===== config.mk =====
export PLATFORM = sky130hd
export DESIGN_NAME = gpio_bank
export DESIGN_NICKNAME = d
export VERILOG_FILES = /design/src/rtl/gpio_bank_pkg.sv /design/src/rtl/gpio_sync.sv /design/src/rtl/gpio_edge.sv /design/src/rtl/gpio_regs.sv /design/src/rtl/gpio_bank.sv
export SDC_FILE = /design/constraint.sdc
export NUM_CORES = 1
export LEC_CHECK = 0
export BUFFER_PORTS_ARGS = -buffer_cell sky130_fd_sc_hd__buf_2
export CORE_MARGIN = 2
export CORE_UTILIZATION = 50
export DETAILED_ROUTE_END_ITERATION = 7
export GPL_TIMING_DRIVEN = 0
export PLACE_DENSITY_LB_ADDON = 0.25
export RECOVER_POWER = 100
export SETUP_SLACK_MARGIN = 0.1
export SYNTH_ARGS = -nofsm -noshare
export SYNTH_HDL_FRONTEND = slang
export SYNTH_HIERARCHICAL = 1
export SYNTH_SLANG_ARGS = --single-unit

===== constraint.sdc =====
create_clock -name clk -period 2.25 [get_ports clk]
set_input_delay 0.45 -clock clk [delete_from_list [all_inputs] [get_ports clk]]
set_output_delay 0.45 -clock clk [all_outputs]
set_load 0.05 [all_outputs]

===== src/rtl/gpio_bank_pkg.sv =====
package gpio_bank_pkg;

    localparam int WORD_W         = 32;
    localparam int FN_FIELD_W     = 2;
    localparam int KIND_W         = 3;

    typedef enum logic [KIND_W-1:0] {
        KIND_LEVEL = 3'd0,
        KIND_DIR   = 3'd1,
        KIND_SET   = 3'd2,
        KIND_CLR   = 3'd3,
        KIND_RISE  = 3'd4,
        KIND_FALL  = 3'd5,
        KIND_STAT  = 3'd6,
        KIND_FUNC  = 3'd7
    } gpio_kind_e;

endpackage


===== src/rtl/gpio_sync.sv =====
module gpio_sync #(
    parameter int W = 8
) (
    input  logic         clk,
    input  logic         rst_n,
    input  logic [W-1:0] async_i,
    output logic [W-1:0] sync_o
);

    typedef struct packed {
        logic [W-1:0] stage1;
        logic [W-1:0] stage2;
    } sync_t;

    sync_t sync_d, sync_q;

    always_comb begin
        sync_d        = sync_q;
        sync_d.stage1 = async_i;
        sync_d.stage2 = sync_q.stage1;
    end

    always_ff @(posedge clk or negedge rst_n) begin
        if (!rst_n) sync_q <= '0;
        else        sync_q <= sync_d;
    end

    assign sync_o = sync_q.stage2;

endmodule


===== src/rtl/gpio_edge.sv =====
module gpio_edge #(
    parameter int W = 8
) (
    input  logic         clk,
    input  logic         rst_n,
    input  logic [W-1:0] lvl_i,
    input  logic [W-1:0] rise_en_i,
    input  logic [W-1:0] fall_en_i,
    input  logic [W-1:0] clr_i,
    output logic [W-1:0] edge_o,
    output logic [W-1:0] status_o
);

    typedef struct packed {
        logic [W-1:0] prev;
        logic [W-1:0] status;
    } edge_t;

    edge_t        edge_d, edge_q;
    logic [W-1:0] edge_w;

    // An edge is a difference between this and the previous synchronized sample
    assign edge_w = (lvl_i & ~edge_q.prev & rise_en_i)
                  | (~lvl_i & edge_q.prev & fall_en_i);

    always_comb begin
        edge_d        = edge_q;
        edge_d.prev   = lvl_i;
        // New edge has priority over a concurrent clear
        edge_d.status = (edge_q.status & ~clr_i) | edge_w;
    end

    always_ff @(posedge clk or negedge rst_n) begin
        if (!rst_n) edge_q <= '0;
        else        edge_q <= edge_d;
    end

    assign edge_o   = edge_w;
    assign status_o = edge_q.status;

    p_set_needs_edge_r5: assert property (@(posedge clk) disable iff (!rst_n)
        rst_n |=> ((edge_q.status & ~$past(edge_q.status) & ~$past(edge_w)) == '0));

    p_sticky_r6: assert property (@(posedge clk) disable iff (!rst_n)
        rst_n |=> (($past(edge_q.status) & ~edge_q.status & ~$past(clr_i)) == '0));

    p_edge_wins_r7: assert property (@(posedge clk) disable iff (!rst_n)
        ((edge_w & clr_i) != '0) |=>
            ((edge_q.status & $past(edge_w & clr_i)) == $past(edge_w & clr_i)));

endmodule


===== src/rtl/gpio_regs.sv =====
module gpio_regs
    import gpio_bank_pkg::*;
#(
    parameter int NUM_PINS = 53,
    parameter int IDX_W    = 3,
    localparam int ADDR_W  = IDX_W + KIND_W,
    localparam int FN_BITS = FN_FIELD_W * NUM_PINS
) (
    input  logic                clk,
    input  logic                rst_n,
    input  logic                bus_sel,
    input  logic                bus_we,
    input  logic [ADDR_W-1:0]   bus_addr,
    input  logic [WORD_W-1:0]   bus_wdata,
    output logic [WORD_W-1:0]   bus_rdata,
    input  logic [NUM_PINS-1:0] level_i,
    input  logic [NUM_PINS-1:0] status_i,
    output logic [NUM_PINS-1:0] dir_o,
    output logic [NUM_PINS-1:0] latch_o,
    output logic [NUM_PINS-1:0] rise_o,
    output logic [NUM_PINS-1:0] fall_o,
    output logic [FN_BITS-1:0]  fn_o,
    output logic [NUM_PINS-1:0] clr_o
);

    localparam int NUM_WORDS    = (NUM_PINS + WORD_W - 1) / WORD_W;
    localparam int NUM_FN_WORDS = (FN_BITS + WORD_W - 1) / WORD_W;
    localparam int BITS_W       = NUM_WORDS * WORD_W;
    localparam int FBITS_W      = NUM_FN_WORDS * WORD_W;
    localparam int LAST_BITS    = NUM_PINS - WORD_W * (NUM_WORDS - 1);
    localparam int SH_W         = IDX_W + 5;

    typedef struct packed {
        logic [NUM_PINS-1:0] dir;
        logic [NUM_PINS-1:0] latch;
        logic [NUM_PINS-1:0] rise;
        logic [NUM_PINS-1:0] fall;
        logic [FN_BITS-1:0]  fn;
    } regs_t;

    regs_t regs_d, regs_q;

    gpio_kind_e          kind;
    logic [IDX_W-1:0]    idx;
    logic [SH_W-1:0]     shamt;
    logic                wr, rd;
    logic [BITS_W-1:0]   wide_data, wide_mask, rd_wide;
    logic [FBITS_W-1:0]  fwide_data, fwide_mask, rd_fwide;
    logic [NUM_PINS-1:0] wbits, wsel;
    logic [FN_BITS-1:0]  fbits, fsel;

    assign kind  = gpio_kind_e'(bus_addr[ADDR_W-1:IDX_W]);
    assign idx   = bus_addr[IDX_W-1:0];
    assign shamt = {idx, 5'd0};
    assign wr    = bus_sel & bus_we;
    assign rd    = bus_sel & ~bus_we;

    // Place the 32-bit data word at its slot; out-of-range slots shift out to zero
    assign wide_data  = BITS_W'(bus_wdata) << shamt;
    assign wide_mask  = BITS_W'({WORD_W{1'b1}}) << shamt;
    assign fwide_data = FBITS_W'(bus_wdata) << shamt;
    assign fwide_mask = FBITS_W'({WORD_W{1'b1}}) << shamt;
    assign wbits      = wide_data[NUM_PINS-1:0];
    assign wsel       = wide_mask[NUM_PINS-1:0];
    assign fbits      = fwide_data[FN_BITS-1:0];
    assign fsel       = fwide_mask[FN_BITS-1:0];

    always_comb begin
        regs_d = regs_q;
        if (wr) begin
            unique case (kind)
                KIND_DIR:  regs_d.dir   = (regs_q.dir  & ~wsel) | (wbits & wsel);
                KIND_SET:  regs_d.latch = regs_q.latch | wbits;
                KIND_CLR:  regs_d.latch = regs_q.latch & ~wbits;
                KIND_RISE: regs_d.rise  = (regs_q.rise & ~wsel) | (wbits & wsel);
                KIND_FALL: regs_d.fall  = (regs_q.fall & ~wsel) | (wbits & wsel);
                KIND_FUNC: regs_d.fn    = (regs_q.fn   & ~fsel) | (fbits & fsel);
                default:   regs_d = regs_q;
            endcase
        end
    end

    always_ff @(posedge clk or negedge rst_n) begin
        if (!rst_n) regs_q <= '0;
        else        regs_q <= regs_d;
    end

    assign clr_o = (wr && kind == KIND_STAT) ? wbits : '0;

    always_comb begin
        rd_wide  = '0;
        rd_fwide = FBITS_W'(regs_q.fn);
        unique case (kind)
            KIND_LEVEL: rd_wide = BITS_W'(level_i);
            KIND_DIR:   rd_wide = BITS_W'(regs_q.dir);
            KIND_SET:   rd_wide = BITS_W'(regs_q.latch);
            KIND_CLR:   rd_wide = '0;
            KIND_RISE:  rd_wide = BITS_W'(regs_q.rise);
            KIND_FALL:  rd_wide = BITS_W'(regs_q.fall);
            KIND_STAT:  rd_wide = BITS_W'(status_i);
            default:    rd_wide = '0;
        endcase
    end

    always_comb begin
        if (!rd)                    bus_rdata = '0;
        else if (kind == KIND_FUNC) bus_rdata = WORD_W'(rd_fwide >> shamt);
        else                        bus_rdata = WORD_W'(rd_wide >> shamt);
    end

    assign dir_o   = regs_q.dir;
    assign latch_o = regs_q.latch;
    assign rise_o  = regs_q.rise;
    assign fall_o  = regs_q.fall;
    assign fn_o    = regs_q.fn;

    p_set_reaches_latch_r1: assert property (@(posedge clk) disable iff (!rst_n)
        (wr && kind == KIND_SET) |=> ((regs_q.latch & $past(wbits)) == $past(wbits)));

    p_clr_reaches_latch_r2: assert property (@(posedge clk) disable iff (!rst_n)
        (wr && kind == KIND_CLR) |=> ((regs_q.latch & $past(wbits)) == '0));

    p_unpop_reads_zero_r11: assert property (@(posedge clk) disable iff (!rst_n)
        (rd && kind != KIND_FUNC && idx == IDX_W'(NUM_WORDS - 1))
            |-> ((bus_rdata >> LAST_BITS) == '0));

endmodule


===== src/rtl/gpio_bank.sv =====
module gpio_bank
    import gpio_bank_pkg::*;
#(
    parameter int NUM_PINS = 53,
    parameter int IDX_W    = 3
) (
    input  logic                      clk,
    input  logic                      rst_n,
    input  logic                      bus_sel,
    input  logic                      bus_we,
    input  logic [IDX_W+KIND_W-1:0]   bus_addr,
    input  logic [WORD_W-1:0]         bus_wdata,
    output logic [WORD_W-1:0]         bus_rdata,
    input  logic [NUM_PINS-1:0]       pin_i,
    output logic [NUM_PINS-1:0]       pin_o,
    output logic [NUM_PINS-1:0]       pin_oe_o,
    input  logic [NUM_PINS-1:0]       alt_out_i,
    input  logic [NUM_PINS-1:0]       alt_oe_i,
    output logic [FN_FIELD_W*NUM_PINS-1:0] alt_sel_o,
    output logic                      irq_pin0_o,
    output logic                      irq_pin1_o,
    output logic                      irq_shared_o
);

    localparam int FN_BITS = FN_FIELD_W * NUM_PINS;

    logic [NUM_PINS-1:0] level_w, status_w, edge_w, clr_w;
    logic [NUM_PINS-1:0] dir_w, latch_w, rise_w, fall_w;
    logic [FN_BITS-1:0]  fn_w;

    gpio_sync #(.W(NUM_PINS)) u_sync (
        .clk     (clk),
        .rst_n   (rst_n),
        .async_i (pin_i),
        .sync_o  (level_w)
    );

    gpio_edge #(.W(NUM_PINS)) u_edge (
        .clk       (clk),
        .rst_n     (rst_n),
        .lvl_i     (level_w),
        .rise_en_i (rise_w),
        .fall_en_i (fall_w),
        .clr_i     (clr_w),
        .edge_o    (edge_w),
        .status_o  (status_w)
    );

    gpio_regs #(.NUM_PINS(NUM_PINS), .IDX_W(IDX_W)) u_regs (
        .clk       (clk),
        .rst_n     (rst_n),
        .bus_sel   (bus_sel),
        .bus_we    (bus_we),
        .bus_addr  (bus_addr),
        .bus_wdata (bus_wdata),
        .bus_rdata (bus_rdata),
        .level_i   (level_w),
        .status_i  (status_w),
        .dir_o     (dir_w),
        .latch_o   (latch_w),
        .rise_o    (rise_w),
        .fall_o    (fall_w),
        .fn_o      (fn_w),
        .clr_o     (clr_w)
    );

    for (genvar p = 0; p < NUM_PINS; p++) begin : g_pin
        logic alt_active;
        assign alt_active  = |fn_w[FN_FIELD_W*p +: FN_FIELD_W];
        assign pin_o[p]    = alt_active ? alt_out_i[p] : latch_w[p];
        assign pin_oe_o[p] = alt_active ? alt_oe_i[p]  : dir_w[p];
    end

    assign alt_sel_o    = fn_w;
    assign irq_pin0_o   = status_w[0];
    assign irq_pin1_o   = status_w[1];
    assign irq_shared_o = |status_w[NUM_PINS-1:2];

    p_irq0_follows_edge_r10: assert property (@(posedge clk) disable iff (!rst_n)
        $rose(irq_pin0_o) |-> $past(edge_w[0]));

    p_irq_shared_follows_edge_r10: assert property (@(posedge clk) disable iff (!rst_n)
        $rose(irq_shared_o) |-> $past(|edge_w[NUM_PINS-1:2]));

endmodule


# After elaboration in Yosys (flattened, before gate mapping)
# Cells that the tools add are included.
dict set report totals {
  reg_bits 530
  inputBits 201
  out_inout_bits 247
}
dict set report op_classes {
  n_eq_ne 7
  shifts 6
  mux 111
  n_bitwise 28
  n_reduce_logical 62
}
# operator n
set ops {}
lappend ops {{53-bit bitwise AND} 10}
lappend ops {{53-bit OR} 6}
lappend ops {{53-bit one-hot mux with 6 select lines} 1}
lappend ops {{53-bit inverter} 5}
lappend ops {{106-bit bitwise AND} 2}
lappend ops {{1-bit 2-to-1 mux} 106}
lappend ops {{106-bit inverter} 1}
lappend ops {{106-bit OR} 1}
lappend ops {{53-bit one-hot mux with 2 select lines} 1}
lappend ops {{2-bit OR reduction} 53}
lappend ops {{32-bit by 8-bit << shifter with 106-bit output} 1}
lappend ops {{32-bit by 8-bit << shifter with 106-bit output, first input constant} 1}
lappend ops {{106-bit by 8-bit >> shifter with 32-bit output} 1}
lappend ops {{32-bit 2-to-1 mux} 2}
lappend ops {{53-bit 2-to-1 mux} 1}
lappend ops {{32-bit by 8-bit << shifter with 53-bit output} 1}
lappend ops {{32-bit by 8-bit << shifter with 53-bit output, first input constant} 1}
lappend ops {{53-bit by 8-bit >> shifter with 32-bit output} 1}
lappend ops {{51-bit OR reduction} 1}
lappend ops {{3-bit == test, second input constant} 4}
lappend ops {{2-bit AND reduction} 5}
lappend ops {{3-bit by 2-bit == test with 1-bit output, second input constant} 2}
lappend ops {{3-bit by 1-bit == test with 1-bit output, second input constant} 1}
lappend ops {{3-bit logical NOT} 1}
lappend ops {{4 further kinds} 5}

# Longest topological paths before layout
# Gate-level depths: netlist of the first run.
dict set report depth {
  word_depth 6
  depth_mapped 8
}

# By module
# The synthesis of the first run kept the hierarchy.
# module n_inst cells_per_inst area_each_um2
set modules_own_cells {}
lappend modules_own_cells {gpio_regs 1 1350 16532.1}
lappend modules_own_cells {gpio_edge 1 424 4575.6}
lappend modules_own_cells {gpio_sync 1 106 2652.5}
lappend modules_own_cells {gpio_bank 1 177 1507.7}

# Worst setup path after synthesis of the first run
# Ideal clock, no wire load.
dict set report synth_timing {
  path_kind {input port to output port}
  start {input bus_addr[1]}
  end {output bus_rdata[19]}
  arrival_time_ps 3670
  required_ps 1800
  path_slack_ps -1870
  cell_stages 6
  path_cell_list {buf_2 -> or2_0 -> buf_6 -> clkbuf_1 -> a211oi_1 -> a2111oi_0}
}
dict set report synth_between {
  elab_chain_cells 3
}
# element line
set synth_rtl {}
lappend synth_rtl {{from (decl)} gpio_bank.sv:11} ;# input logic [IDX_W+KIND_W-1:0] bus_addr,
lappend synth_rtl {{106-bit by 8-bit >> shifter with 32-bit output or 53-bit by 8-bit >> shifter with 32-bit output (tied branches)} {gpio_regs.sv:107, gpio_regs.sv:108}}
lappend synth_rtl {{32-bit 2-to-1 mux (*)} gpio_regs.sv:107} ;# else if (kind == KIND_FUNC) bus_rdata = WORD_W'(rd_fwide >> shamt);
lappend synth_rtl {{32-bit 2-to-1 mux (*)} gpio_regs.sv:106} ;# if (!rd) bus_rdata = '0;
lappend synth_rtl {{to (decl)} gpio_bank.sv:13} ;# output logic [WORD_W-1:0] bus_rdata,
# Every way passes the cells marked *; elsewhere a longest branch is shown, timed or not.

# Worst setup path after layout of the first run
dict set report layout_timing {
  start {register u_edge.edge_q (netlist bit u_edge/status_o[30])}
  end {output irq_shared_o}
}
dict set report layout_between {
  elab_chain_cells 1
}
# element line
set layout_rtl {}
lappend layout_rtl {{from (decl)} gpio_edge.sv:19} ;# edge_t edge_d, edge_q;
lappend layout_rtl {{from (signal assigned)} gpio_edge.sv:35} ;# else edge_q <= edge_d;
lappend layout_rtl {{51-bit OR reduction} gpio_bank.sv:77} ;# assign irq_shared_o = |status_w[NUM_PINS-1:2];
lappend layout_rtl {{to (decl)} gpio_bank.sv:22} ;# output logic irq_shared_o
# No other way between the ends.

==> results of run 1 <==
==> metal layers <==
layer  vias to the layer above  track usage, %  share of wire [%]
li1                       8945               -                  -
met1                     11600            56.0                 36
met2                      1809            65.9                 43
met3                       627            12.7                 12
met4                         2            28.1                8.6
met5                         -               0              0.010
==> per-stage QoR <==
stage	setup TNS, ns	instance area [um2]	hold slack, ns
after global placement	-5334.63	28700	0.332
final	-79.80	36600	0.130
after CTS	-11.34	35400	-0.118
after floorplan	-1.20	25600	0.154
after global routing	-96.08	36600	0.160
after detailed placement	-114.76	28800	0.335
==> area by class of cell <==
type	instances	area [um2]
Clock inverter	27	374
Sequential cell	530	13400
Inverter	59	234
Multi-Input combinational cell	1225	12200
Timing Repair Buffer	734	6120
Tap cell	664	831
Antenna cell	6	15.0
Clock buffer	73	1570
Fill cell	3156	12500
Buffer	188	1970
==> power by group <==
group          internal (uW)  total, uW  switching, uW
combinational           3310       7850           4540
sequential             10300      11200            874
clock                   5810       9880           4070
total                  19400      28900           9480
==> worst max-delay path, cell delays in order, from the launching register on <==
cell and delay, ns:
dfrtp_1 0.40, buf_6 0.13, nor4_4 0.52, nand3_1 0.21, or4_4 0.62, buf_8 0.18
==> timing repair <==
action / CTS / global route
setup buffers: 131 / 94
endpoints found under the setup margin: 200 / 155
endpoints found under the hold margin: 148 / 95
resized for setup: 818 / 195
cloned: 4 / 3
pin swaps: 117 / 85
==> final timing paths <==
check,start,end,slack [ns],cells after the start
max,u_edge/status_o[30]$_DFF_PN0_,irq_shared_o,-0.87,5
min,rst_n,asynchronous set/reset pin,0.13,1
max reg2reg,flop,flop,1.03,3
min reg2reg,u_sync/sync_d[8]$_DFF_PN0_,u_sync/sync_o[8]$_DFF_PN0_,0.35,0
max in group asynchronous,rst_n,asynchronous set/reset pin,-0.10,4
min in group clk,bus_wdata[21],flop,0.15,2
==> run metrics, run 1 <==
Initial Util=between 50% and 60%; DRC errors left=0; status=complete, but fails checks; CTS tree=yes; grt ovf=0; Required @ worst endpoint=between 1.5 and 2 ns; crit path launch type=flop; Period minus WS final=around 3.1 ns; die outline area=51800 um2; I/O Buffers=between 400 and 500; maximum number of pins on one net before global-route repair=~120; Peak supply drop=roughly 0.63 mV; Tcrit/Tclk final=139%; Total GRT Usage=between 40% and 50%; Final HPWL DP=76700 um; DRT Wirelength=about 120000 um; Hold Fails Final Rpt=0; non-filler instance count after layout=3506; failing checks=negative setup slack; RePlAce Congestion=between 1 and 1.5; number of DRC markers in iteration 0=2895; unrepaired setup endpoints after global routing=yes; initial antenna violation count=5; Die Height=228 um; Post-Syn Nets=2205; Final Util=between 70% and 80%; Max Clock Skew=around 0.014 ns; fmax=around 0.32 GHz; Final #Nets=2994; via count=around 23000; share of cells above drive strength 1=a little over half; worst hold-check path type=input port to asynchronous set/reset pin; Power Total=between 20000 and 30000 uW; Critical Path AT=approximately 2.7 ns; Crit Path Class=flop to output port; global-route wire length before repair=159000 um; vias per cell=roughly 6.6; CORE AREA=slightly below 50000 um2; Pre-Repair DR Iteration Count=6; leakage=0.0170 uW; endpoints failing setup=a little over 400; Rows=between 80 and 90; Worst-path clk slew=0.07 ns; # clock sinks=530; hold buffers post-CTS=53; clk buf depth=3; maximum net fanout on the critical path=2; Layout area overhead=46.5%; commonest cells after routing, fill and taps aside=450 x dfrtp_1, 283 x mux2_2, 209 x buf_4, 197 x buf_2, 139 x buf_6; crit end category=output port; Netlist Area Pre-Place=between 20000 and 30000 um2; final worst setup slack=-0.873 ns; worst slack, placed=-1.09 ns; # IOs=around 450; headroom to the max-slew limit=approximately 11%; clk_lat worst skew=roughly 0.62 ns; Die W=between 200 and 250 um; synthesized instance count=2004; fin. max-slew vios=0; H-tree levels=2; Power Density=788 nW/um2; Slew @ Worst Pin=between 1 and 1.5 ns; ANT nets after route=0; Root Buffer=clkbuf_16; TritonCTS Buffers=55; post-detailed-route wirelength per cell=33.7 um; max_cap viols=0; Avg Cell Area, Syn=approximately 12 um2; commonest non-fill, non-tap cell in the layout=dfrtp_1; Syn. warnings=6; vias in the first global route=22200; # placed instances=3118
Note: power is estimated with default switching activity, not from simulation.
==> run 2: changes to the inputs <==
Settings changed: SETUP_SLACK_MARGIN 0.1 to 0.2.
Clock period 2.25 ns to 3.7 ns, I/O delays scaled along.
==> run 2 against run 1 <==
Net effect: the flow finishes with violations (max-capacitance violations, max-slew violations, negative setup slack); largest power group unchanged; clock skew up 0.0045 ns; die area stayed put; sequential share of layout area grew 7.6 points; wire length down 8.5%; count of clock-buffer cells in the layout increased by 10; via count is 9.1% lower; worst setup slack improved by 0.85 ns; flip-flop and latch count stayed put; sequential power fell by 40%; register-to-register slack improved by 1.7 ns.
==> run metrics, run 2 (synthesis results as in run 1) <==
status=complete, but fails checks (unchanged); failing checks=max-capacitance violations, max-slew violations, negative setup slack (was negative setup slack); RePlAce Congestion=0.999 (was 1.00); Critical Path AT=4.18 ns (was 2.67 ns); worst hold-check path type=input port to flop (was input port to asynchronous set/reset pin); commonest non-fill, non-tap cell in the layout=dfrtp_1 (unchanged); R2R setup slack=2.75 ns (was 1.03 ns); Final HPWL DP=77700 um (was 76700 um); CTS tree=yes (unchanged); Peak supply drop=0.461 mV (was 0.633 mV); DRT Wirelength=108000 um (was 118000 um); Rows=81 (unchanged); initial antenna violation count=6 (was 5); clk_lat worst skew=0.63 ns (was 0.62 ns); endpoints failing setup=8 (was 404); maximum number of pins on one net before global-route repair=120 (was 118); Max Clock Skew=0.0188 ns (was 0.0142 ns); crit path launch type=input port (was flop); Tcrit/Tclk final=101%; Slew @ Worst Pin=1.82 ns (was 1.33 ns); post-detailed-route wirelength per cell=33.5 um (was 33.7 um); headroom to the max-slew limit=-21.5% (was 11.1%); final instance area=30100 um2 (was 36600 um2); Total GRT Usage=41.5% (was 43.9%); grt ovf=0 (unchanged); Required @ worst endpoint=4.16 ns (was 1.80 ns); unrepaired setup endpoints after global routing=yes (unchanged); share of cells above drive strength 1=35.5% (was 54.5%); clk buf depth=3 (unchanged); final worst setup slack=-0.0213 ns (was -0.873 ns); non-filler instance count after layout=3226 (was 3506); Layout area overhead=20.3% (was 46.5%); Die W=228 um (unchanged); placed cell area=28300 um2 (was 28800 um2); Initial Util=50.9% (unchanged); global-route wire length before repair=149000 um (was 159000 um); maximum net fanout on the critical path=10 (was 2); H-tree levels=2 (unchanged); Power Density=536 nW/um2 (was 788 nW/um2); crit end category=flop (was output port); leakage=0.0138 uW (was 0.0170 uW); worst slack, placed=-0.466 ns (was -1.09 ns); number of DRC markers in iteration 0=2399 (was 2895); Filler cells=4092 (was 3156); fin. max-slew vios=75 (was 0); # clock sinks=530 (unchanged); Root Buffer=clkbuf_16 (unchanged); Worst-path clk slew=0.06 ns (was 0.07 ns); commonest cells after routing, fill and taps aside=530 x dfrtp_1, 401 x mux2_2, 285 x clkbuf_1, 209 x buf_2, 99 x a21oi_1 (was 450 x dfrtp_1, 283 x mux2_2, 209 x buf_4, 197 x buf_2, 139 x buf_6); I/O Buffers=445 (unchanged); ANT nets after route=0 (unchanged); fmax=around 0.27 GHz; Hold Fails Final Rpt=0 (unchanged); # placed instances=3119 (was 3118); CORE AREA=49200 um2 (unchanged); Crit Path Class=input port to flop (was flop to output port); Final #Nets=2717 (was 2994); max_cap viols=2 (was 0); vias in the first global route=20300 (was 22200); Pre-Repair DR Iteration Count=6 (unchanged); DRC errors left=0 (unchanged); vias per cell=6.47 (was 6.55); Die Height=228 um (unchanged); # IOs=448 (unchanged); Period minus WS final=approximately 3.7 ns; die outline area=51800 um2 (unchanged); TritonCTS Buffers=57 (was 55); via count=20900 (was 23000); worst hold slack=0.205 ns (was 0.130 ns); setup TNS=-0.0603 ns (was -79.80 ns)
==> run 2: metal layers <==
layer | track usage (%) | vias to the layer above | part of all wire [%]
met5 | 0 | - | 0
met2 | 61.4 | 1498 | 43
met1 | 56.3 | 10600 | 39
met4 | 22.9 | 0 | 6.2
met3 | 10.2 | 368 | 11
li1 | - | 8380 | -
==> run 2: power breakdown <==
part	switching [uW]	internal, uW
combinational	2370	986
clock	2440	3610
sequential	481	6240
==> run 2: layout make-up <==
class | count | area [um2] | area share, %
plain buffers | 190 | 1260 | 4.19
diodes | 4 | 10.0 | 0.0333
clock buffers | 83 | 1720 | 5.71
well taps | 664 | 831 | 2.76
flip-flops and latches | 530 | 13300 | 44.1
multi-input cells | 1225 | 10400 | 34.6
inverters | 59 | 223 | 0.740
repair buffers | 453 | 2120 | 7.06
clock inverters | 18 | 256 | 0.853
==> run 2: metrics by stage <==
step / utilization [%] / total power (uW)
2_1_floorplan: - / 8860
3_3_place_gp: 57.2 / 10100
3_5_place_dp: 57.6 / 10100
4_1_cts: 62.1 / 16200
5_1_grt: 61.2 / 16500
6_report: 61.2 / 16100
==> run 2: final timing paths <==
path / endpoint / start / cells past startpoint
min in group asynchronous: u_sync/sync_d[2]$_DFF_PN0_ / rst_n / 1
worst max register to register: flop / flop / 1
max in group asynchronous: asynchronous set/reset pin / rst_n / 3
worst min-delay path: u_sync/sync_d[13]$_DFF_PN0_ / pin_i[13] / 1
worst min register to register: u_sync/sync_o[41]$_DFF_PN0_ / u_sync/sync_d[41]$_DFF_PN0_ / 0
worst max-delay path: flop / bus_addr[4] / 7
==> run 2: worst max-delay path, cell delays in order <==
cell	delay (ns)
buf_2	0.13
buf_4	0.25
nand2b_1	0.36
nor3_1	1.21
clkbuf_1	0.86
clkbuf_2	0.47
a31oi_1	0.14
==> run 2: what timing repair did <==
action,CTS,global route
setup endpoints to repair,33,22
buffers inserted,0,2
pin swaps,2,2
resized for setup,77,17
hold buffers,0,0
